File: src/rtl/tdm_rx_pkg.sv
package tdm_rx_pkg;

  typedef enum logic {
    ORDER_MSB = 1'b0,
    ORDER_LSB = 1'b1
  } bit_order_e;

  // Word position of the idx-th bit of a slot of width w
  function automatic int unsigned bit_slot_pos(int unsigned idx, bit_order_e ord, int unsigned w);
    return (ord == ORDER_LSB) ? idx : (w - 1 - idx);
  endfunction

endpackage

File: src/rtl/tdm_rx_sampler.sv
module tdm_rx_sampler (
  input  logic clk,
  input  logic rst_n,
  input  logic ser_clk,
  input  logic ser_data,
  input  logic ser_sync,
  input  logic cfg_fall_edge,
  input  logic cfg_sync_low,
  output logic samp_evt,
  output logic samp_bit,
  output logic samp_sync
);
  logic s1_clk, s1_dat, s1_syn;
  logic s2_clk, s2_dat, s2_syn;
  logic s3_clk;

  always_ff @(posedge clk or negedge rst_n) begin
    if (!rst_n) begin
      s1_clk <= 1'b0; s1_dat <= 1'b0; s1_syn <= 1'b0;
      s2_clk <= 1'b0; s2_dat <= 1'b0; s2_syn <= 1'b0;
      s3_clk <= 1'b0;
    end else begin
      s1_clk <= ser_clk;  s1_dat <= ser_data; s1_syn <= ser_sync;
      s2_clk <= s1_clk;   s2_dat <= s1_dat;   s2_syn <= s1_syn;
      s3_clk <= s2_clk;
    end
  end

  logic edge_rise, edge_fall;
  assign edge_rise = s2_clk & ~s3_clk;
  assign edge_fall = ~s2_clk & s3_clk;
  assign samp_evt  = cfg_fall_edge ? edge_fall : edge_rise;
  assign samp_bit  = s2_dat;
  assign samp_sync = s2_syn ^ cfg_sync_low;
endmodule

File: src/rtl/tdm_rx_slot_ctl.sv
module tdm_rx_slot_ctl
  import tdm_rx_pkg::*;
#(
  parameter int NCH    = 32,
  parameter int SLOT_W = 8,
  localparam int CH_W  = (NCH > 1) ? $clog2(NCH) : 1,
  localparam int BIT_W = (SLOT_W > 1) ? $clog2(SLOT_W) : 1
) (
  input  logic             clk,
  input  logic             rst_n,
  input  logic             samp_evt,
  input  logic             samp_sync,
  input  logic [NCH-1:0]   cfg_chan_en,
  input  logic             cfg_lsb_first,
  output logic             frame_start,
  output logic             bit_adv,
  output logic             slot_done,
  output logic             in_frame,
  output logic [BIT_W-1:0] bit_cnt,
  output logic [BIT_W-1:0] bit_idx,
  output logic [CH_W-1:0]  chan_cnt,
  output logic [NCH-1:0]   mask_q,
  output bit_order_e       order_eff
);
  localparam logic [BIT_W-1:0] LAST_BIT  = BIT_W'(SLOT_W - 1);
  localparam logic [CH_W-1:0]  LAST_CHAN = CH_W'(NCH - 1);

  bit_order_e order_q;

  assign frame_start = samp_evt & samp_sync;
  assign bit_adv     = samp_evt & ~samp_sync & in_frame;
  assign slot_done   = bit_adv & (bit_cnt == LAST_BIT);
  assign bit_idx     = frame_start ? '0 : bit_cnt;
  assign order_eff   = frame_start ? bit_order_e'(cfg_lsb_first) : order_q;

  always_ff @(posedge clk or negedge rst_n) begin
    if (!rst_n) begin
      bit_cnt  <= '0;
      chan_cnt <= '0;
      in_frame <= 1'b0;
      mask_q   <= '0;
      order_q  <= ORDER_MSB;
    end else if (frame_start) begin
      bit_cnt  <= BIT_W'(1);
      chan_cnt <= '0;
      in_frame <= 1'b1;
      mask_q   <= cfg_chan_en;
      order_q  <= bit_order_e'(cfg_lsb_first);
    end else if (bit_adv) begin
      if (bit_cnt == LAST_BIT) begin
        bit_cnt <= '0;
        if (chan_cnt == LAST_CHAN) begin
          chan_cnt <= '0;
          in_frame <= 1'b0;
        end else begin
          chan_cnt <= chan_cnt + CH_W'(1);
        end
      end else begin
        bit_cnt <= bit_cnt + BIT_W'(1);
      end
    end
  end
endmodule

File: src/rtl/tdm_rx_packer.sv
module tdm_rx_packer
  import tdm_rx_pkg::*;
#(
  parameter int SLOT_W = 8,
  localparam int BIT_W = (SLOT_W > 1) ? $clog2(SLOT_W) : 1
) (
  input  logic              clk,
  input  logic              rst_n,
  input  logic              pack_en,
  input  logic              samp_bit,
  input  logic [BIT_W-1:0]  bit_idx,
  input  bit_order_e        order,
  output logic [SLOT_W-1:0] word_nxt
);
  logic [SLOT_W-1:0] word_q;
  logic [BIT_W-1:0]  pos;

  always_comb begin
    pos      = BIT_W'(bit_slot_pos(int'(bit_idx), order, SLOT_W));
    word_nxt = word_q;
    word_nxt[pos] = samp_bit;
  end

  always_ff @(posedge clk or negedge rst_n) begin
    if (!rst_n)       word_q <= '0;
    else if (pack_en) word_q <= word_nxt;
  end
endmodule

File: src/rtl/tdm_rx_deframer.sv
module tdm_rx_deframer
  import tdm_rx_pkg::*;
#(
  parameter int NCH    = 32,
  parameter int SLOT_W = 8,
  localparam int CH_W  = (NCH > 1) ? $clog2(NCH) : 1,
  localparam int BIT_W = (SLOT_W > 1) ? $clog2(SLOT_W) : 1
) (
  input  logic              clk,
  input  logic              rst_n,
  input  logic              ser_clk,
  input  logic              ser_data,
  input  logic              ser_sync,
  input  logic              cfg_fall_edge,
  input  logic              cfg_sync_low,
  input  logic              cfg_lsb_first,
  input  logic [NCH-1:0]    cfg_chan_en,
  output logic              wr_en,
  output logic [CH_W-1:0]   wr_chan,
  output logic [SLOT_W-1:0] wr_data
);
  logic samp_evt, samp_bit, samp_sync;
  logic frame_start, bit_adv, slot_done, in_frame;
  logic [BIT_W-1:0]  bit_cnt, bit_idx;
  logic [CH_W-1:0]   chan_cnt;
  logic [NCH-1:0]    mask_q;
  bit_order_e        order_eff;
  logic [SLOT_W-1:0] word_nxt;

  tdm_rx_sampler u_samp (
    .clk(clk), .rst_n(rst_n),
    .ser_clk(ser_clk), .ser_data(ser_data), .ser_sync(ser_sync),
    .cfg_fall_edge(cfg_fall_edge), .cfg_sync_low(cfg_sync_low),
    .samp_evt(samp_evt), .samp_bit(samp_bit), .samp_sync(samp_sync)
  );

  tdm_rx_slot_ctl #(.NCH(NCH), .SLOT_W(SLOT_W)) u_ctl (
    .clk(clk), .rst_n(rst_n),
    .samp_evt(samp_evt), .samp_sync(samp_sync),
    .cfg_chan_en(cfg_chan_en), .cfg_lsb_first(cfg_lsb_first),
    .frame_start(frame_start), .bit_adv(bit_adv), .slot_done(slot_done),
    .in_frame(in_frame), .bit_cnt(bit_cnt), .bit_idx(bit_idx),
    .chan_cnt(chan_cnt), .mask_q(mask_q), .order_eff(order_eff)
  );

  tdm_rx_packer #(.SLOT_W(SLOT_W)) u_pack (
    .clk(clk), .rst_n(rst_n),
    .pack_en(frame_start | bit_adv), .samp_bit(samp_bit),
    .bit_idx(bit_idx), .order(order_eff), .word_nxt(word_nxt)
  );

  always_ff @(posedge clk or negedge rst_n) begin
    if (!rst_n) begin
      wr_en   <= 1'b0;
      wr_chan <= '0;
      wr_data <= '0;
    end else begin
      wr_en <= slot_done & mask_q[chan_cnt];
      if (slot_done) begin
        wr_chan <= chan_cnt;
        wr_data <= word_nxt;
      end
    end
  end
endmodule

File: config.mk
export PLATFORM = sky130hd
export DESIGN_NAME = tdm_rx_deframer
export DESIGN_NICKNAME = d
export VERILOG_FILES = /design/src/rtl/tdm_rx_pkg.sv /design/src/rtl/tdm_rx_sampler.sv /design/src/rtl/tdm_rx_slot_ctl.sv /design/src/rtl/tdm_rx_packer.sv /design/src/rtl/tdm_rx_deframer.sv
export SDC_FILE = /design/constraint.sdc
export NUM_CORES = 1
export LEC_CHECK = 0
export BUFFER_PORTS_ARGS = -buffer_cell sky130_fd_sc_hd__buf_2
export CORE_MARGIN = 3
export CORE_UTILIZATION = 61
export DETAILED_ROUTE_END_ITERATION = 7
export GPL_TIMING_DRIVEN = 0
export PLACE_DENSITY = 0.85
export SYNTH_ARGS = -nofsm -noshare
export SYNTH_HDL_FRONTEND = slang
export SYNTH_HIERARCHICAL = 1
export SYNTH_SLANG_ARGS = --single-unit
File: constraint.sdc
create_clock -name clk -period 4.7 [get_ports clk]
set_input_delay 0.47 -clock clk [delete_from_list [all_inputs] [get_ports clk]]
set_output_delay 0.47 -clock clk [all_outputs]
set_load 0.05 [all_outputs]
==> impl_metrics.py, run 1 <==
metrics = {
    "place": {
        "placement.cell_area_mm2": 0.00385,
        "gpl.final_weighted_congestion": 0.862,
        "placed_cells": 463,
        "numPortBuffers": 53,
        "dp_hpwl_mm": 5.15,
    },
    "sta": {
        "clock_skew_ns": 0.00885,
        "setup_viol": 0,
        "grt_setup_unrepaired": "false",
        "max-slew-margin-rel_pct": 42.2,
        "final_min_period_over_clock_period_pct": 63.5,
        "min_period_ns": 2.99,
        "drv_slew": 0,
        "timing_hold_violations_final": 0,
        "setup-tns-final_ns": 0,
        "max_freq_ghz": 0.335,
        "worstMarginPinSlew_ns": 0.866,
    },
    "cts": {
        "clk_path_buf_depth": 2,
        "clock_sink_count": 71,
        "cts_hold_buf": 0,
        "clkLatencyLatePin_ns": 0.35,
        "post_cts_buffers": 0,
        "cts.reportedPaths.clkPinSlew_ns": 0.08,
        "clock_buffer_count_from_cts": 9,
        "clock_tree_from_tritoncts": "yes",
        "htree_num_levels": 3,
        "cts-resized-gates": 0,
        "clock_tree.root_cell": "sky130_fd_sc_hd__clkbuf_8",
    },
    "floorplan": {
        "site_rows": 26,
        "die_width_um": 81.7,
        "die_y_um": 81.7,
        "num_io_pins": 54,
        "floorplan.core_area_mm2": 0.00534,
        "initial_core_util_pct": 65.5,
        "floorplan.die_area_mm2": 0.00667,
    },
    "worst_setup_path": {
        "startpoint_class": "register",
        "critical_path.max_fanout": 10,
        "r2r_setup_slack_ns": 1.71,
        "timing.setup.critical_path_class": "register to register",
        "critical_path_at_ns": 3.22,
        "endpoint_kind": "register",
        "required_ns": 4.93,
    },
    "logic_synthesis": {
        "synth_async_sr_flop_share_pct": 100,
        "number_of_flops_mapped_to_enable_cells_by_yosys": 0,
        "synth.net_count": 384,
        "main_synth_ff_type": "sky130_fd_sc_hd__dfrtp_1",
        "netlist_instances": 340,
        "yosys_warnings": 6,
        "netlist_top_cells_area": "sky130_fd_sc_hd__dfrtp_1, sky130_fd_sc_hd__nand2_1, sky130_fd_sc_hd__mux4_1",
        "yosys.area.top_type": "sky130_fd_sc_hd__dfrtp_1",
        "netlist_area_mm2": 0.00349,
        "part_of_the_yosys_area_used_for_sequential_elements_pct": 50.9,
        "post-synth-top-area-fraction_pct": 50.9,
        "syn_avg_cell_area_um2": 10.3,
        "synth_seq_cells": 71,
        "synth.distinct_cells": 48,
    },
    "global_route": {
        "grtUsageTotal_pct": 25.2,
        "grt_pass1_vias": 2786,
        "grt.overflow.total": 0,
        "grt_first_pass_wirelength_mm": 12.7,
        "grt_antenna_before_repair": 0,
        "grt_start_max_net_pins": 72,
    },
    "power_and_ir_drop": {
        "p_per_area_mw_per_mm2": 432,
        "total_leakage_power_nw": 2.05,
        "peakVddDrop_v": 0.000238,
    },
    "drt": {
        "drt_wl_total_mm": 7.45,
        "route.antenna.remaining_nets": 0,
        "via_density": 5.78,
        "first_pass_iters": 4,
        "detailed_route_via_count": 2771,
        "average_wire_length_per_cell_after_detail_routing_um": 15.5,
        "drc": 0,
        "drt_iter0_markers": 250,
    },
    "layout": {
        "flow.area_growth_from_synthesis_pct": 15.8,
        "drive_above_1_share_pct": 25.7,
        "fillers": 358,
        "post-route-util_pct": 75.8,
        "final_area_mm2": 0.00405,
        "layout.nets": 448,
        "antenna_cells_inserted": 0,
        "final_cells": 479,
    },
    "status": {
        "outcome": "complete, no violations",
    },
    "hold_path": {
        "hold_class": "primary input to register",
    },
    "job": {
        "maxCapViolations": 0,
    },
}
==> critical path: stages, from the launching register on <==
cell                       delay (ns)
sky130_fd_sc_hd__dfrtp_1         0.38
sky130_fd_sc_hd__nand2b_1        0.15
sky130_fd_sc_hd__o21ai_2         0.25
sky130_fd_sc_hd__nand2_1         0.12
sky130_fd_sc_hd__inv_1           0.14
sky130_fd_sc_hd__clkbuf_1        0.35
sky130_fd_sc_hd__nand2_1         0.12
sky130_fd_sc_hd__nand2_1         0.23
sky130_fd_sc_hd__buf_4           0.22
sky130_fd_sc_hd__nor4b_1         0.35
sky130_fd_sc_hd__o32a_2          0.25
sky130_fd_sc_hd__nor2_1          0.04
sky130_fd_sc_hd__mux2_2          0.26
==> sequential cells by signal (all words and copies together) (netlist names), 3 cells and up <==
| signal | count |
|---|---|
| u_ctl/mask_q | 32 |
| wr_chan | 5 |
| u_ctl/chan_cnt | 5 |
| wr_data | 8 |
| u_pack/word_q | 8 |
| u_ctl/bit_cnt | 3 |
==> metrics by stage <==
step                      hold WS, ns  total power, W  worst slack (ns)
after floorplan                 0.174         0.00113              2.19
after global placement          0.334         0.00123              1.61
after detailed placement        0.339         0.00126              1.63
after CTS                       0.209         0.00175              1.77
after global routing            0.198         0.00186              1.44
final                           0.221         0.00175              1.71
==> area by class of cell <==
cell class,instances,area (µm²),area share (%)
Sequential cell,71,1780,43.9
Tap cell,70,87.6,2.16
Clock inverter,6,70.1,1.73
Clock buffer,10,128,3.15
Timing Repair Buffer,53,268,6.62
Buffer,19,100,2.47
Multi-Input combinational cell,247,1610,39.7
Inverter,3,11.3,0.278
==> kinds of logic after synthesis <==
family | share of synthesized area, %
mux | 11.1
fa+ha+maj | 1.43
xor+xnor | 0.251
flops | 50.9
simple gates | 24.3
buf+inv | 3.19
compound gates | 8.88
==> Yosys cell counts, types with 3 or more instances <==
cell type	n
sky130_fd_sc_hd__a211oi_1	6
sky130_fd_sc_hd__a21oi_1	3
sky130_fd_sc_hd__and2_1	4
sky130_fd_sc_hd__and3b_1	3
sky130_fd_sc_hd__buf_2	7
sky130_fd_sc_hd__clkbuf_1	8
sky130_fd_sc_hd__dfrtp_1	71
sky130_fd_sc_hd__ha_1	4
sky130_fd_sc_hd__inv_1	3
sky130_fd_sc_hd__mux2_2	13
sky130_fd_sc_hd__mux2i_1	6
sky130_fd_sc_hd__mux4_1	6
sky130_fd_sc_hd__nand2_1	105
sky130_fd_sc_hd__nand2b_1	3
sky130_fd_sc_hd__nor2_1	20
sky130_fd_sc_hd__nor2b_1	7
sky130_fd_sc_hd__nor3_1	9
sky130_fd_sc_hd__nor3b_1	4
sky130_fd_sc_hd__nor4b_1	3
sky130_fd_sc_hd__o21ai_0	10
sky130_fd_sc_hd__o21bai_1	4
sky130_fd_sc_hd__o32a_1	6
==> worst paths after layout <==
kind	depth (start not counted)	end	startpoint
setup / recovery	12	wr_data[1]	u_samp/s3_clk
hold / removal	1	u_samp/s1_syn	ser_sync
setup reg to reg	12	wr_data[1]	u_samp/s3_clk
hold reg to reg	0	u_samp/s2_clk	u_samp/s1_clk
max in group asynchronous	1	u_ctl/mask_q[19]	rst_n
min in group asynchronous	1	u_samp/s3_clk	rst_n
==> layout by cell type, fill, tap and decap left out, types with 6 or more instances in the layout <==
| cell type | n |
|---|---|
| sky130_fd_sc_hd__mux4_1 | 6 |
| sky130_fd_sc_hd__nor2_1 | 20 |
| sky130_fd_sc_hd__nor3_1 | 9 |
| sky130_fd_sc_hd__dfrtp_1 | 71 |
| sky130_fd_sc_hd__nand2_1 | 105 |
| sky130_fd_sc_hd__o21ai_0 | 10 |
| sky130_fd_sc_hd__o32a_1 | 6 |
| sky130_fd_sc_hd__mux2i_1 | 6 |
| sky130_fd_sc_hd__buf_2 | 59 |
| sky130_fd_sc_hd__clkbuf_8 | 9 |
| sky130_fd_sc_hd__clkbuf_1 | 9 |
| sky130_fd_sc_hd__mux2_2 | 13 |
| sky130_fd_sc_hd__nor2b_1 | 7 |
| sky130_fd_sc_hd__a211oi_1 | 6 |
==> power breakdown <==
group / leakage (nW) / internal (W) / switching (W)
clock network: 0.0891 / 0.000248 / 0.000244
logic: 1.04 / 0.000216 / 0.000259
registers: 0.915 / 0.000712 / 0.0000691
==> layer usage <==
metal / share of wire, % / global-route usage [%]
met5: 0 / 0
met3: 7.0 / 6.69
met2: 49 / 41.1
met4: 1.4 / 8.47
met1: 43 / 33.0
Note: power is estimated with default switching activity, not from simulation.
==> run 2, diff against run 1 <==
--- a/config.mk
+++ b/config.mk
@@ -7,10 +7,10 @@
 export LEC_CHECK = 0
 export BUFFER_PORTS_ARGS = -buffer_cell sky130_fd_sc_hd__buf_2
 export CORE_MARGIN = 3
-export CORE_UTILIZATION = 61
+export CORE_UTILIZATION = 56
 export DETAILED_ROUTE_END_ITERATION = 7
 export GPL_TIMING_DRIVEN = 0
-export PLACE_DENSITY = 0.85
+export PLACE_DENSITY = 0.79
 export SYNTH_ARGS = -nofsm -noshare
 export SYNTH_HDL_FRONTEND = slang
 export SYNTH_HIERARCHICAL = 1
==> constraint.sdc (replaced) <==
create_clock -name clk -period 2.95 [get_ports clk]
set_input_delay 0.295 -clock clk [delete_from_list [all_inputs] [get_ports clk]]
set_output_delay 0.295 -clock clk [all_outputs]
set_load 0.05 [all_outputs]
==> run 2 against run 1 <==
Against the previous run: wire length fell by 1.1%; worst setup slack worse by 1.4 ns; largest cell class unchanged; utilization fell by 7.9 points; critical endpoint is now wr_data[3].
==> impl_metrics.py, run 2 (same netlist as run 1, synthesis figures left out) <==
metrics = {
    "drt": {
        "route.antenna.remaining_nets": 0,
        "via_density": 5.59,
        "first_pass_iters": 4,
        "drc": 0,
        "drt_iter0_markers": 115,
        "average_wire_length_per_cell_after_detail_routing_um": 15.3,
        "detailed_route_via_count": 2693,
        "drt_wl_total_mm": 7.37,
    },
    "power_and_ir_drop": {
        "power.switching_fraction_pct": 32.8,
        "power.sequential.fraction_pct": 46.3,
        "total_leakage_power_nw": 2.05,
        "power.share.clock_pct": 24.7,
        "peakVddDrop_v": 0.000445,
        "combPwrFrac_pct": 29.0,
        "p_per_area_mw_per_mm2": 660,
        "internal_power_w": 0.00181,
        "switchingPower_w": 0.000881,
    },
    "layout": {
        "largestRegisters": "u_ctl/mask_q (32), u_pack/word_q (8), wr_data (8)",
        "post-route-util_pct": 67.9,
        "drive_above_1_share_pct": 28.0,
        "top_register": "u_ctl/mask_q",
        "final_common_cell": "sky130_fd_sc_hd__nand2_1",
        "largest_register_ffs": 32,
        "seqCellArea_mm2": 0.00178,
        "flow.area_growth_from_synthesis_pct": 16.5,
        "fillers": 479,
        "multi_input_comb_area_mm2": 0.00165,
        "layout.cells.most_common_list": "sky130_fd_sc_hd__nand2_1, sky130_fd_sc_hd__dfrtp_1, sky130_fd_sc_hd__buf_2, sky130_fd_sc_hd__nor2_1, sky130_fd_sc_hd__mux2_2",
        "antenna_cells_inserted": 0,
        "layout.nets": 447,
    },
    "sta": {
        "max_freq_ghz": 0.374,
        "grt_setup_unrepaired": "false",
        "drv_slew": 0,
        "max-slew-margin-rel_pct": 42.3,
        "setup_viol": 0,
        "timing.final.ws_setup_ns": 0.274,
        "final_min_period_over_clock_period_pct": 90.7,
        "clock_skew_ns": 0.00849,
        "timing_hold_violations_final": 0,
        "worstMarginPinSlew_ns": 0.866,
        "min_period_ns": 2.68,
    },
    "cts": {
        "cts_hold_buf": 0,
        "cts.reportedPaths.clkPinSlew_ns": 0.07,
        "clock_sink_count": 71,
        "clock_tree.root_cell": "sky130_fd_sc_hd__clkbuf_8",
        "clk_path_buf_depth": 2,
        "clock_buffer_count_from_cts": 9,
        "clock_tree_from_tritoncts": "yes",
        "htree_num_levels": 3,
        "clkLatencyLatePin_ns": 0.34,
    },
    "floorplan": {
        "die_width_um": 85.0,
        "site_rows": 28,
        "die_y_um": 85.0,
        "floorplan.die_area_mm2": 0.00722,
        "initial_core_util_pct": 58.3,
        "floorplan.core_area_mm2": 0.00599,
        "num_io_pins": 54,
    },
    "global_route": {
        "grt_first_pass_wirelength_mm": 12.8,
        "grt.overflow.total": 0,
        "grt_start_max_net_pins": 72,
        "grt_antenna_before_repair": 0,
        "grt_pass1_vias": 2777,
        "grtUsageTotal_pct": 22.3,
    },
    "worst_setup_path": {
        "startpoint_class": "register",
        "timing.reg2reg.worst_path_depth": 12,
        "worstReg2RegEnd": "wr_data[3]",
        "critical_path_at_ns": 2.90,
        "required_ns": 3.17,
        "worstReg2RegStart": "u_samp/s2_clk",
        "timing.setup.critical_path_class": "register to register",
        "critical_path.max_fanout": 10,
        "r2r_setup_slack_ns": 0.27,
        "endpoint_kind": "register",
    },
    "hold_path": {
        "whs_endpoint": "u_samp/s1_clk",
        "hold_path_depth": 1,
        "hold_class": "primary input to register",
        "min-delay-start": "ser_clk",
    },
    "place": {
        "dp_hpwl_mm": 5.21,
        "post-place-ws_ns": 0.0255,
        "numPortBuffers": 53,
        "gpl.final_weighted_congestion": 0.885,
    },
    "job": {
        "maxCapViolations": 0,
    },
    "status": {
        "outcome": "complete, no violations",
    },
}
## run 2: changes by cell type in the layout (fill, tap and decap cells not counted), moves of 2 or more
| cell | change |
|---|---|
| sky130_fd_sc_hd__clkbuf_1 | -3 |
| sky130_fd_sc_hd__clkinv_2 | +5 |
| sky130_fd_sc_hd__clkinvlp_4 | -2 |
| sky130_fd_sc_hd__nor4b_1 | -3 |
| sky130_fd_sc_hd__nor4b_2 | +2 |
| sky130_fd_sc_hd__nor4bb_1 | -2 |
| sky130_fd_sc_hd__nor4bb_2 | +2 |
## run 2: per-layer routing
| layer | up-vias | global-route usage, % | wire, µm |
|---|---|---|---|
| met5 | - | 0 | 0 |
| met2 | 51 | 36.7 | 3610 |
| met3 | 14 | 5.34 | 265 |
| li1 | 1309 | - | - |
| met4 | 0 | 9.21 | 138 |
| met1 | 1319 | 28.4 | 3360 |
## run 2: timing repair
| action | in CTS | in global routing |
|---|---|---|
| setup buffers | 0 | 0 |
| gates resized for setup | 0 | 13 |
| cloned | 0 | 0 |
| pin swaps | 0 | 0 |
| setup endpoints to repair | 1 | 13 |
## run 2: worst max-delay path by stage
stage                       start         end  slack [ns]  cells past startpoint
floorplan           u_samp/s3_clk  wr_data[1]        0.48                     12
global placement    cfg_fall_edge  wr_data[1]      -0.005                     13
detailed placement  cfg_fall_edge  wr_data[1]        0.03                     13
CTS                 u_samp/s2_clk  wr_data[1]        0.03                     12
global route        u_samp/s2_clk  wr_data[3]        0.03                     12
finish              u_samp/s2_clk  wr_data[3]        0.27                     12
## run 2: power groups by stage
| stage | clock network (W) | logic, W | registers (W) |
|---|---|---|---|
| 2_1_floorplan | 0 | 0.000560 | 0.00124 |
| 3_3_place_gp | 0 | 0.000714 | 0.00125 |
| 3_5_place_dp | 0 | 0.000745 | 0.00126 |
| 4_1_cts | 0.000682 | 0.000746 | 0.00124 |
| 5_1_grt | 0.000720 | 0.000875 | 0.00126 |
| 6_report | 0.000665 | 0.000779 | 0.00124 |
## run 2: cell type report
type / instances / area share [%]
plain buffers: 18 / 2.46
clock buffers: 10 / 3.38
clock inverters: 5 / 0.615
inverters: 3 / 0.369
multi-input cells: 247 / 40.6
flip-flops and latches: 71 / 43.7
well taps: 75 / 2.31
repair buffers: 53 / 6.58
## run 2: per-stage QoR
step                      TNS [ns]  area [µm²]  hold WS, ns  std cells  power, W
after floorplan                  0        3490    -0.000591        340   0.00181
after CTS                        0        4010       0.0406        482   0.00267
after detailed placement         0        3850        0.341        468   0.00201
after global placement    -0.00484        3850        0.333        468   0.00197
after global routing             0        4070       0.0356        482   0.00286
final                            0        4070       0.0557        482   0.00269
## run 2: worst max-delay path: stages, from the launching register on
cell and delay [ns]:
sky130_fd_sc_hd__dfrtp_1 0.36, sky130_fd_sc_hd__nand3b_1 0.13, sky130_fd_sc_hd__o21ai_2 0.11, sky130_fd_sc_hd__nand2_1 0.14
sky130_fd_sc_hd__buf_2 0.24, sky130_fd_sc_hd__clkbuf_4 0.25, sky130_fd_sc_hd__nand2_1 0.08, sky130_fd_sc_hd__nand2_2 0.19
sky130_fd_sc_hd__buf_6 0.16, sky130_fd_sc_hd__nor4bb_2 0.31, sky130_fd_sc_hd__o32a_1 0.25, sky130_fd_sc_hd__nor2_1 0.06
sky130_fd_sc_hd__mux2_2 0.27
